<file path="src/rtl/sdwt_pkg.sv">
package sdwt_pkg;

    // Position of the auto-precharge flag in the address bus; the memory decodes it.
    localparam int unsigned AUTO_PRE_BIT = 10;

    // {CS#, RAS#, CAS#, WE#}
    typedef enum logic [3:0] {
        CMD_NOP = 4'b0111,
        CMD_ACT = 4'b0011,
        CMD_RD  = 4'b0101,
        CMD_WR  = 4'b0100,
        CMD_PRE = 4'b0010
    } sd_cmd_e;

    typedef enum logic [1:0] {
        BLEN_2    = 2'd0,
        BLEN_4    = 2'd1,
        BLEN_8    = 2'd2,
        BLEN_PAGE = 2'd3
    } blen_e;

    typedef enum logic [1:0] {
        FIN_RUN  = 2'd0,
        FIN_PRE  = 2'd1,
        FIN_READ = 2'd2,
        FIN_BAD  = 2'd3
    } fin_e;

    typedef enum logic [2:0] {
        PH_IDLE,
        PH_BURST,
        PH_RECOV,
        PH_PRE,
        PH_WAIT,
        PH_ACT,
        PH_READ
    } phase_e;

    typedef struct packed {
        fin_e fin;
        logic autopre;
        logic twr_two;
    } job_ctl_t;

    // Short clock periods need a second write-recovery cycle.
    function automatic logic twr_is_two(input logic [7:0] period_ns,
                                        input int unsigned slow_ns);
        return ({24'd0, period_ns} < slow_ns);
    endfunction

endpackage

</file>
<file path="src/rtl/sdwt_req_check.sv">
module sdwt_req_check
    import sdwt_pkg::*;
#(
    parameter  int COL_W = 9,
    localparam int CNT_W = COL_W + 1
) (
    input  blen_e            blen,
    input  logic [CNT_W-1:0] words,
    input  fin_e             fin,
    input  logic             autopre,
    output logic [CNT_W-1:0] len,
    output logic             ok
);

    always_comb begin
        unique case (blen)
            BLEN_2:  len = CNT_W'(2);
            BLEN_4:  len = CNT_W'(4);
            BLEN_8:  len = CNT_W'(8);
            default: len = CNT_W'(1) << COL_W;
        endcase
    end

    always_comb begin
        ok = 1'b1;
        if (words == '0 || words > len)               ok = 1'b0;
        if (fin == FIN_BAD)                           ok = 1'b0;
        if (blen == BLEN_PAGE && fin == FIN_RUN)      ok = 1'b0;
        if (autopre && fin != FIN_RUN)                ok = 1'b0;
    end

endmodule

</file>
<file path="src/rtl/sdwt_seq.sv">
module sdwt_seq
    import sdwt_pkg::*;
#(
    parameter  int COL_W   = 9,
    parameter  int ROW_W   = 13,
    parameter  int TRP_CYC = 3,
    localparam int CNT_W   = COL_W + 1,
    localparam int TW      = COL_W + 2,
    localparam int RP_W    = $clog2(TRP_CYC + 1)
) (
    input  logic             clk,
    input  logic             rst,
    input  logic             req_valid,
    input  logic             req_ok,
    input  logic [CNT_W-1:0] req_len,
    input  logic [CNT_W-1:0] req_words,
    input  job_ctl_t         req_ctl,
    input  logic [COL_W-1:0] req_col,
    input  logic [COL_W-1:0] req_rd_col,
    input  logic [ROW_W-1:0] req_row,
    output phase_e           phase,
    output logic [TW-1:0]    t,
    output logic [TW-1:0]    len_q,
    output logic [TW-1:0]    words_q,
    output job_ctl_t         ctl_q,
    output logic [COL_W-1:0] col_q,
    output logic [COL_W-1:0] rd_col_q,
    output logic [ROW_W-1:0] row_q,
    output logic             ready,
    output logic             reject
);

    logic [RP_W-1:0] rp_cnt;
    logic            last_word;
    logic            last_beat;
    logic            accept;
    logic            refuse;

    assign last_word = (t == words_q - TW'(1));
    assign last_beat = (t == len_q - TW'(1));

    // Ready in idle, and in the final beat of a plain run-out burst so the
    // next WRITE can follow with no gap.
    assign ready  = (phase == PH_IDLE) ||
                    (phase == PH_BURST && ctl_q.fin == FIN_RUN &&
                     !ctl_q.autopre && last_beat);
    assign accept = ready && req_valid && req_ok;
    assign refuse = ready && req_valid && !req_ok;

    always_ff @(posedge clk) begin
        if (rst) begin
            phase    <= PH_IDLE;
            t        <= '0;
            len_q    <= '0;
            words_q  <= '0;
            ctl_q    <= '0;
            col_q    <= '0;
            rd_col_q <= '0;
            row_q    <= '0;
            rp_cnt   <= '0;
            reject   <= 1'b0;
        end else begin
            reject <= refuse;
            if (accept) begin
                phase    <= PH_BURST;
                t        <= '0;
                len_q    <= TW'(req_len);
                words_q  <= TW'(req_words);
                ctl_q    <= req_ctl;
                col_q    <= req_col;
                rd_col_q <= req_rd_col;
                row_q    <= req_row;
            end else begin
                unique case (phase)
                    PH_BURST: begin
                        t <= t + TW'(1);
                        if (ctl_q.fin == FIN_READ) begin
                            if (last_word) phase <= PH_READ;
                        end else if (ctl_q.fin == FIN_PRE) begin
                            if (last_word) phase <= ctl_q.twr_two ? PH_RECOV : PH_PRE;
                        end else if (last_beat) begin
                            if (ctl_q.autopre) phase <= ctl_q.twr_two ? PH_RECOV : PH_PRE;
                            else               phase <= PH_IDLE;
                        end
                    end
                    PH_RECOV: begin
                        t     <= t + TW'(1);
                        phase <= PH_PRE;
                    end
                    PH_PRE: begin
                        rp_cnt <= RP_W'(TRP_CYC - 2);
                        phase  <= PH_WAIT;
                    end
                    PH_WAIT: begin
                        if (rp_cnt == '0) phase  <= PH_ACT;
                        else              rp_cnt <= rp_cnt - RP_W'(1);
                    end
                    PH_ACT:  phase <= PH_IDLE;
                    PH_READ: phase <= PH_IDLE;
                    default: ;
                endcase
            end
        end
    end

endmodule

</file>
<file path="src/rtl/sdwt_drive.sv">
module sdwt_drive
    import sdwt_pkg::*;
#(
    parameter  int COL_W  = 9,
    parameter  int ROW_W  = 13,
    parameter  int ADDR_W = 13,
    parameter  int DQ_W   = 16,
    localparam int TW     = COL_W + 2,
    localparam int DQM_W  = DQ_W / 8
) (
    input  phase_e            phase,
    input  logic [TW-1:0]     t,
    input  logic [TW-1:0]     len_q,
    input  logic [TW-1:0]     words_q,
    input  job_ctl_t          ctl_q,
    input  logic [COL_W-1:0]  col_q,
    input  logic [COL_W-1:0]  rd_col_q,
    input  logic [ROW_W-1:0]  row_q,
    input  logic [DQ_W-1:0]   wr_data,
    output sd_cmd_e           cmd,
    output logic [ADDR_W-1:0] addr,
    output logic [DQM_W-1:0]  dqm,
    output logic              oe,
    output logic [DQ_W-1:0]   dq,
    output logic              pop
);

    logic mask;

    always_comb begin
        cmd  = CMD_NOP;
        addr = '0;
        mask = 1'b0;
        oe   = 1'b0;
        pop  = 1'b0;
        unique case (phase)
            PH_BURST: begin
                if (t == '0) begin
                    cmd                = CMD_WR;
                    addr[COL_W-1:0]    = col_q;
                    addr[AUTO_PRE_BIT] = ctl_q.autopre;
                end
                pop  = (t < words_q);
                oe   = (t < len_q);
                mask = !pop;
            end
            PH_RECOV: begin
                mask = !ctl_q.autopre;
                oe   = !ctl_q.autopre && (t < len_q);
            end
            PH_PRE: begin
                if (!ctl_q.autopre) begin
                    cmd  = CMD_PRE;
                    mask = 1'b1;
                end
            end
            PH_ACT: begin
                cmd             = CMD_ACT;
                addr[ROW_W-1:0] = row_q;
            end
            PH_READ: begin
                cmd             = CMD_RD;
                addr[COL_W-1:0] = rd_col_q;
            end
            default: ;
        endcase
    end

    assign dqm = {DQM_W{mask}};
    assign dq  = pop ? wr_data : '0;

endmodule

</file>
<file path="src/rtl/sdram_wr_burst_term.sv">
module sdram_wr_burst_term
    import sdwt_pkg::*;
#(
    parameter  int COL_W       = 9,
    parameter  int ROW_W       = 13,
    parameter  int ADDR_W      = 13,
    parameter  int DQ_W        = 16,
    parameter  int TRP_CYC     = 3,
    parameter  int TWR_SLOW_NS = 15,
    localparam int CNT_W       = COL_W + 1,
    localparam int TW          = COL_W + 2,
    localparam int DQM_W       = DQ_W / 8,
    localparam int SP_W        = $clog2(TRP_CYC + 1) + 1
) (
    input  logic              clk,
    input  logic              rst,
    input  logic              req_valid,
    input  logic [COL_W-1:0]  req_col,
    input  logic [COL_W-1:0]  req_rd_col,
    input  logic [ROW_W-1:0]  req_row,
    input  logic [1:0]        req_blen,
    input  logic [CNT_W-1:0]  req_words,
    input  logic [1:0]        req_mode,
    input  logic              req_autopre,
    input  logic [7:0]        clk_period_ns,
    input  logic [DQ_W-1:0]   wr_data,
    output logic              data_pop,
    output logic              ready,
    output logic              req_reject,
    output logic [3:0]        sd_cmd_n,
    output logic [ADDR_W-1:0] sd_addr,
    output logic [DQM_W-1:0]  sd_dqm,
    output logic              dq_oe,
    output logic [DQ_W-1:0]   dq_out
);

    logic [CNT_W-1:0] req_len;
    logic             req_ok;
    job_ctl_t         req_ctl;
    phase_e           phase;
    logic [TW-1:0]    t;
    logic [TW-1:0]    len_q;
    logic [TW-1:0]    words_q;
    job_ctl_t         ctl_q;
    logic [COL_W-1:0] col_q;
    logic [COL_W-1:0] rd_col_q;
    logic [ROW_W-1:0] row_q;
    sd_cmd_e          cmd;

    assign req_ctl.fin     = fin_e'(req_mode);
    assign req_ctl.autopre = req_autopre;
    assign req_ctl.twr_two = twr_is_two(clk_period_ns, TWR_SLOW_NS);

    sdwt_req_check #(.COL_W(COL_W)) chk_i (
        .blen    (blen_e'(req_blen)),
        .words   (req_words),
        .fin     (req_ctl.fin),
        .autopre (req_autopre),
        .len     (req_len),
        .ok      (req_ok)
    );

    sdwt_seq #(.COL_W(COL_W), .ROW_W(ROW_W), .TRP_CYC(TRP_CYC)) seq_i (
        .clk        (clk),
        .rst        (rst),
        .req_valid  (req_valid),
        .req_ok     (req_ok),
        .req_len    (req_len),
        .req_words  (req_words),
        .req_ctl    (req_ctl),
        .req_col    (req_col),
        .req_rd_col (req_rd_col),
        .req_row    (req_row),
        .phase      (phase),
        .t          (t),
        .len_q      (len_q),
        .words_q    (words_q),
        .ctl_q      (ctl_q),
        .col_q      (col_q),
        .rd_col_q   (rd_col_q),
        .row_q      (row_q),
        .ready      (ready),
        .reject     (req_reject)
    );

    sdwt_drive #(.COL_W(COL_W), .ROW_W(ROW_W), .ADDR_W(ADDR_W), .DQ_W(DQ_W)) drv_i (
        .phase    (phase),
        .t        (t),
        .len_q    (len_q),
        .words_q  (words_q),
        .ctl_q    (ctl_q),
        .col_q    (col_q),
        .rd_col_q (rd_col_q),
        .row_q    (row_q),
        .wr_data  (wr_data),
        .cmd      (cmd),
        .addr     (sd_addr),
        .dqm      (sd_dqm),
        .oe       (dq_oe),
        .dq       (dq_out),
        .pop      (data_pop)
    );

    assign sd_cmd_n = cmd;

    // Cycles since the bank entered precharge (explicit or automatic).
    logic [SP_W-1:0] since_pre;
    always_ff @(posedge clk) begin
        if (rst)                               since_pre <= SP_W'(TRP_CYC);
        else if (phase == PH_PRE)              since_pre <= SP_W'(1);
        else if (since_pre < SP_W'(TRP_CYC))   since_pre <= since_pre + SP_W'(1);
    end

    assert_trp_gap_R8: assert property (@(posedge clk) disable iff (rst)
        (sd_cmd_n == CMD_ACT) |-> (since_pre == SP_W'(TRP_CYC)));

    assert_read_releases_dq_R5: assert property (@(posedge clk) disable iff (rst)
        (sd_cmd_n == CMD_RD) |-> !dq_oe);

    assert_pre_masked_R6: assert property (@(posedge clk) disable iff (rst)
        (sd_cmd_n == CMD_PRE) |-> ((&sd_dqm) && ($past(data_pop) || (&$past(sd_dqm)))));

    assert_ready_quiet_R2: assert property (@(posedge clk) disable iff (rst)
        ready |-> (sd_cmd_n == CMD_NOP));

    assert_write_follows_accept_R3: assert property (@(posedge clk) disable iff (rst)
        (ready && req_valid && req_ok) |=> (sd_cmd_n == CMD_WR));

    assert_page_run_refused_R10: assert property (@(posedge clk) disable iff (rst)
        (ready && req_valid && req_blen == 2'd3 && req_mode == 2'd0) |=> (req_reject && sd_cmd_n == CMD_NOP));

endmodule

</file>
<file path="config.mk">
export PLATFORM = sky130hd
export DESIGN_NAME = sdram_wr_burst_term
export DESIGN_NICKNAME = d
export VERILOG_FILES = /design/src/rtl/sdwt_pkg.sv /design/src/rtl/sdwt_req_check.sv /design/src/rtl/sdwt_seq.sv /design/src/rtl/sdwt_drive.sv /design/src/rtl/sdram_wr_burst_term.sv
export SDC_FILE = /design/constraint.sdc
export NUM_CORES = 1
export LEC_CHECK = 0
export BUFFER_PORTS_ARGS = -buffer_cell sky130_fd_sc_hd__buf_2
export CAP_MARGIN = 20
export CORE_UTILIZATION = 40
export CTS_CLUSTER_SIZE = 10
export DETAILED_ROUTE_END_ITERATION = 8
export GPL_TIMING_DRIVEN = 1
export RECOVER_POWER = 100
export SLEW_MARGIN = 25
export SYNTH_ARGS = -nofsm -noshare
export SYNTH_HDL_FRONTEND = slang
export SYNTH_HIERARCHICAL = 1
export SYNTH_SLANG_ARGS = --single-unit
</file>
<file path="constraint.sdc">
create_clock -name clk -period 6.6 [get_ports clk]
set_input_delay 0 -clock clk [delete_from_list [all_inputs] [get_ports clk]]
set_output_delay 0 -clock clk [all_outputs]
set_load 0.05 [all_outputs]
</file>
**Word level (Yosys, flattened, before mapping)**

Index checks and enable logic that the tools add are counted.

- Output and inout port bits: 39
- Word-level logic and storage cells: 107
- Input port bits: 73
- Flip-flop bits (word level): 72

- Reduce and logical (&&, ||, !) cells: 31
- Order comparisons: 4
- Bitwise operators: 1
- Eq/ne operators: 23
- Muxes and demuxes: 31
- Add/sub/neg operators: 4

Operators with widths:

| cell | count |
|---|---|
| $pmux 10 s3 | 1 |
| $pmux 9 s3 | 1 |
| $mux 3 | 8 |
| $eq 11x11->1 | 2 |
| $lt 11x10->1 | 2 |
| $sub 10x1->11 const B | 2 |
| $mux 16 | 1 |
| $pmux 4 s4 | 1 |
| $pmux 3 s5 | 1 |
| $ne 4x4->1 const B | 3 |
| $add 11x1->11 const B | 1 |
| $logic_not 11->1 | 1 |
| $gt 10x10->1 | 1 |
| $logic_not 10->1 | 1 |
| $mux 1 | 10 |
| $reduce_and 5->1 | 2 |
| $eq 3x3->1 const B | 3 |
| $logic_and 1x1->1 | 9 |
| $mux 9 | 1 |
| $eq 2x2->1 const B | 4 |
| $logic_not 2->1 | 4 |
| $lt 8x4->1 const B | 1 |
| $eq 3x2->1 const B | 2 |
| $mux 2 | 3 |
| 20 further kinds | 29 |

**Longest topological paths before layout**

- Depth after elaboration: 11
- Gate-level depth with buffers: 11

**Hierarchy**

Netlist, hierarchy kept.

By module, submodules not included:

| module | cells an instance | times used | area an instance (um^2) |
|---|---|---|---|
| sdwt_seq | 461 | 1 | 3,922.5 |
| sdwt_drive | 156 | 1 | 1,058.5 |
| sdwt_req_check | 36 | 1 | 249.0 |
| sdram_wr_burst_term | 2 | 1 | 16.3 |

**Least setup slack after synthesis**

Ideal clock, no wire load.

- Path type: reg-to-output
- Start point: register seq_i.len_q[0]
- End point: output port ready
- Slack: 3.414 ns
- Stages on the path, launching flop included: 10
- Required time: 6.600 ns
- Data arrival time: 3.186 ns
- Cell sequence: dfxtp_1 -> inv_1 -> ha_1 -> or4b_4 -> or4_1 -> nand4_1 -> nand3_2 -> nor2_1 -> nand2_1 -> a21boi_0

- Longest elaborated chain between the ends: 4

Ends and longest elaborated chain:

| element | RTL line | RTL |
|---|---|---|
| start, declared | sdwt_seq.sv:23 | `output logic [TW-1:0] len_q,` |
| start signal, assigned | sdwt_seq.sv:67 | `len_q <= TW'(req_len);` |
| $sub 10x1->11 | sdwt_seq.sv:40 | `assign last_beat = (t == len_q - TW'(1));` |
| $eq 11x11->1 | sdwt_seq.sv:40 |  |
| $logic_and 1x1->1 | sdwt_seq.sv:46 | `!ctl_q.autopre && last_beat);` |
| $logic_or 1x1->1 | sdwt_seq.sv:44 | `assign ready = (phase == PH_IDLE) \|\|` |
| end, declared | sdram_wr_burst_term.sv:28 | `output logic ready,` |

No other way between the ends.

**Worst setup path in the final report**

- Start point: register seq_i.len_q[0]
- End point: register seq_i.rd_col_q[6]

- Longest elaborated chain between the ends: 6

Ends and longest elaborated chain:

| element | RTL line | RTL |
|---|---|---|
| $sub 10x1->11 | sdwt_seq.sv:40 |  |
| $eq 11x11->1 | sdwt_seq.sv:40 |  |
| $logic_and 1x1->1 | sdwt_seq.sv:46 |  |
| $logic_or 1x1->1 | sdwt_seq.sv:44 |  |
| $logic_and 1x1->1 (2 in a row) | sdwt_seq.sv:47 | `assign accept = ready && req_valid && req_ok;` |
| end signal, assigned | sdwt_seq.sv:71 | `rd_col_q <= req_rd_col;` |
| end, declared | sdwt_seq.sv:27 | `output logic [COL_W-1:0] rd_col_q,` |

No other way between the ends.
A chain may end at the register's enable or synchronous reset.

==> impl_results.md <==
- Prevailing post-synth register cell: dfxtp_1
- CTS max path bufs: 2
- Starting Density: 41.2%
- Number of synthesized register bits: 72
- Yosys cell types: 71
- Clock skew: 0.00966 ns
- Initial DRC count: 290
- Hold buffer count at cts: 45
- Cell leakage power: 2.69 nW
- Synth Instances: 655
- P&R area growth vs syn: 22.1%
- Nets@finish: 888
- Post-CTS Resized: 0
- Avg Inst Size Synth: 8.01 um2
- Tightest Pin Transition: 1.68 ns
- Via count: 4874
- Crit end category: register
- CP max stage delay: 1.38 ns
- # diodes: 0
- Slew Limit Headroom: -12.0%
- Post-CTS Setup Bufs: 0
- Root Buffer: clkbuf_16
- Post-route setup TNS: 0 ns
- Max-slew violation count: 57
- GRT Util Overall: 20.3%
- Die area: 0.0136 mm2
- Final ANT Viol Nets: 0
- H-Tree Depth: 3
- Top Metal Used: met4
- Maximum number of pins on one net before global-route repair: 104
- Share of post-route cells with drive strength above 1: 14.3%
- Synth area leader: dfxtp_1
- Worst hold path class: in2reg
- Final HPWL DP: 9570 um
- Die extent in y: 117 um
- Remaining DRCs: 0
- 1st-pass router iterations: 6
- Worst Path Required: 6.75 ns
- Clk slew on worst S/H paths: 0.06 ns
- CP Class: reg2reg
- Yosys Warn Count: 6
- F_max: 211 MHz
- Max-cap violation count: 1
- Final Cycle Share: 71.9%
- Min cycle time layout: 4.74 ns
- Sink Count: 72
- Met3 Wirelength: 689 um
- Final setup viols: 0
- Failing checks: max-capacitance violations, max-slew violations
- Die width: 117 um
- Maximum VDD drop: 0.000120 V
- Top Ports: 112
- Core Region: 0.0127 mm2
- Vias in the first global route: 4597
- Mapped cell area: 0.00525 mm2
- Hold Vio Cnt, Final: 0
- Fin util: 50.3%
- CTS tree: yes
- WL/cell: 14.1 um
- Initial antenna violation count: 0
- Placed Cells: 900
- Main area contributors after synthesis: dfxtp_1, mux2i_1, nand2_1
- Cell row count: 41
- RSZ-0062 raised after global routing: false
- Final wirelength: 13600 um
- CTS Buf Count: 9
- Number of port buffers: 110
- First-pass GRT wire length: 21500 um
- Synth top area share: 27.5%
- Power Total: 1.16 mW
- Register area share after synthesis: 27.5%
- Synth async-reset ratio: 0%
- Status: finished with violations
- Critical path peak fanout: 56
- Metal2 WL: 6490 um
- Number of fillers in the final layout: 1261
- Via-per-instance ratio: 5.07
- Worst-Skew Late Latency: 0.34 ns
- CP Launch Type: register
- Non-filler instance count after layout: 961
- Data arrival time of the critical path: 4.89 ns
- Number of flops mapped to enable cells by yosys: 0
- Critical path's slowest cell: o21a_2
- Gr ovfl total: 0
- Met1 Wirelength: 6190 um
- Power Density: 182 mW/mm2
- Routability congestion estimate: 0.828
- Critical-path cell list: inv_1, ha_1, or4b_1, or4_1, nand4_1, nand3_1, nor4_1, o21a_2, mux2i_1
## cell usage in the layout, fill, tap and decap left out, drive strengths merged, types with 3 or more instances in the layout
| cell type | n |
|---|---|
| nor2b | 6 |
| o31ai | 11 |
| a31oi | 3 |
| nand3b | 3 |
| and3 | 3 |
| o21a | 3 |
| nor4 | 6 |
| nor3 | 27 |
| a21o | 6 |
| o2111ai | 6 |
| nand3 | 12 |
| and2 | 5 |
| dfxtp | 72 |
| nand2b | 7 |
| xnor2 | 26 |
| a222oi | 9 |
| clkbuf | 46 |
| dlygate4sd3 | 45 |
| inv | 64 |
| nand4 | 9 |
| nor3b | 3 |
| a21oi | 16 |
| nand2 | 118 |
| nor2 | 41 |
| ha | 31 |
| or3 | 3 |
| xor2 | 12 |
| clkinv | 3 |
| mux2i | 52 |
| or4 | 7 |
| o21ai | 10 |
| conb | 9 |
| a211o | 3 |
| buf | 77 |
## worst paths after layout
path,from,depth (start not counted),endpoint,slack (ns)
worst max-delay path,seq_i/len_q[0],9,seq_i/rd_col_q[6],1.86
worst min-delay path,req_words[1],3,seq_i/words_q[1],0.04
worst max register to register,seq_i/len_q[0],9,seq_i/rd_col_q[6],1.86
worst min register to register,seq_i/row_q[11],2,seq_i/row_q[11],0.46
## report_power, final
| part | internal (mW) | switching (mW) |
|---|---|---|
| clock | 0.295 | 0.198 |
| sequential | 0.447 | 0.0153 |
| combinational | 0.0909 | 0.119 |
| total | 0.833 | 0.332 |
## kinds of logic (layout without fill, tap and decap cells)
| logic type | after synthesis | after routing | share of synthesized area (%) |
|---|---|---|---|
| AO/OA/AOI/OAI | 85 | 85 | 12.2 |
| flip-flops | 72 | 72 | 27.5 |
| XOR/XNOR | 38 | 38 | 6.34 |
| other | 3 | 9 | 0.215 |
| buffers and inverters | 109 | 237 | 10.6 |
| multiplexers | 53 | 53 | 10.1 |
| adder cells (fa/ha/maj) | 31 | 31 | 7.39 |
| AND/OR/NAND/NOR | 264 | 264 | 25.6 |
## Yosys cell counts, types with 6 or more instances
| cell | number |
|---|---|
| nand2_1 | 118 |
| dfxtp_1 | 72 |
| inv_1 | 62 |
| mux2i_1 | 52 |
| nor2_1 | 40 |
| ha_1 | 31 |
| xnor2_1 | 26 |
| clkbuf_1 | 21 |
| nor3_1 | 18 |
| a21oi_1 | 16 |
| buf_4 | 13 |
| xor2_1 | 12 |
| nand3_1 | 11 |
| o21ai_0 | 10 |
| o31ai_1 | 10 |
| a222oi_1 | 9 |
| nand4_1 | 9 |
| nor3_2 | 9 |
| nand2b_1 | 7 |
| or4_1 | 7 |
| a21o_1 | 6 |
| nor2b_1 | 6 |
| o2111ai_1 | 6 |
## metrics by stage
step / cell area (um2) / hold WS, ns / setup slack, ns
after floorplan: 5270 / 0.142 / 3.41
after global placement: 5740 / 0.247 / 3.10
after detailed placement: 5740 / 0.256 / 2.97
after CTS: 6480 / 0.0146 / 2.95
after global routing: 6400 / 0.0584 / 1.42
final: 6400 / 0.0360 / 1.86
## metal layers
metal,vias up,track usage [%]
met4,0,6.50
met5,-,0
met1,2243,24.7
li1,2484,-
met3,14,4.72
met2,133,35.1
## flip-flops by register name, summed over array words and instances, names as in the netlist
| signal | cells |
|---|---|
| seq_i/ctl_q | 4 |
| seq_i/t | 11 |
| seq_i/row_q | 13 |
| seq_i/words_q | 10 |
| seq_i/rd_col_q | 9 |
| seq_i/col_q | 9 |
| seq_i/len_q | 10 |
| seq_i/phase | 3 |
| seq_i/rp_cnt | 2 |
| seq_i/reject | 1 |
## area by class of cell
class	count	area (um2)	area share [%]
tap	172	215	3.36
sequential	72	1440	22.5
clock inverter	6	68.8	1.07
timing repair buffer	158	978	15.3
inverter	63	236	3.69
multi-input combinational	480	3240	50.5
clock buffer	10	229	3.57
## worst max-delay path, delay by kind of cell (launching register included)
family	cells	cell delay [ns]
buf+inv	1	0.09
flops	1	0.36
simple gates	5	2.24
compound gates	1	1.38
mux	1	0.23
fa+ha+maj	1	0.23
No activity file was read; power rests on OpenSTA's default activity.
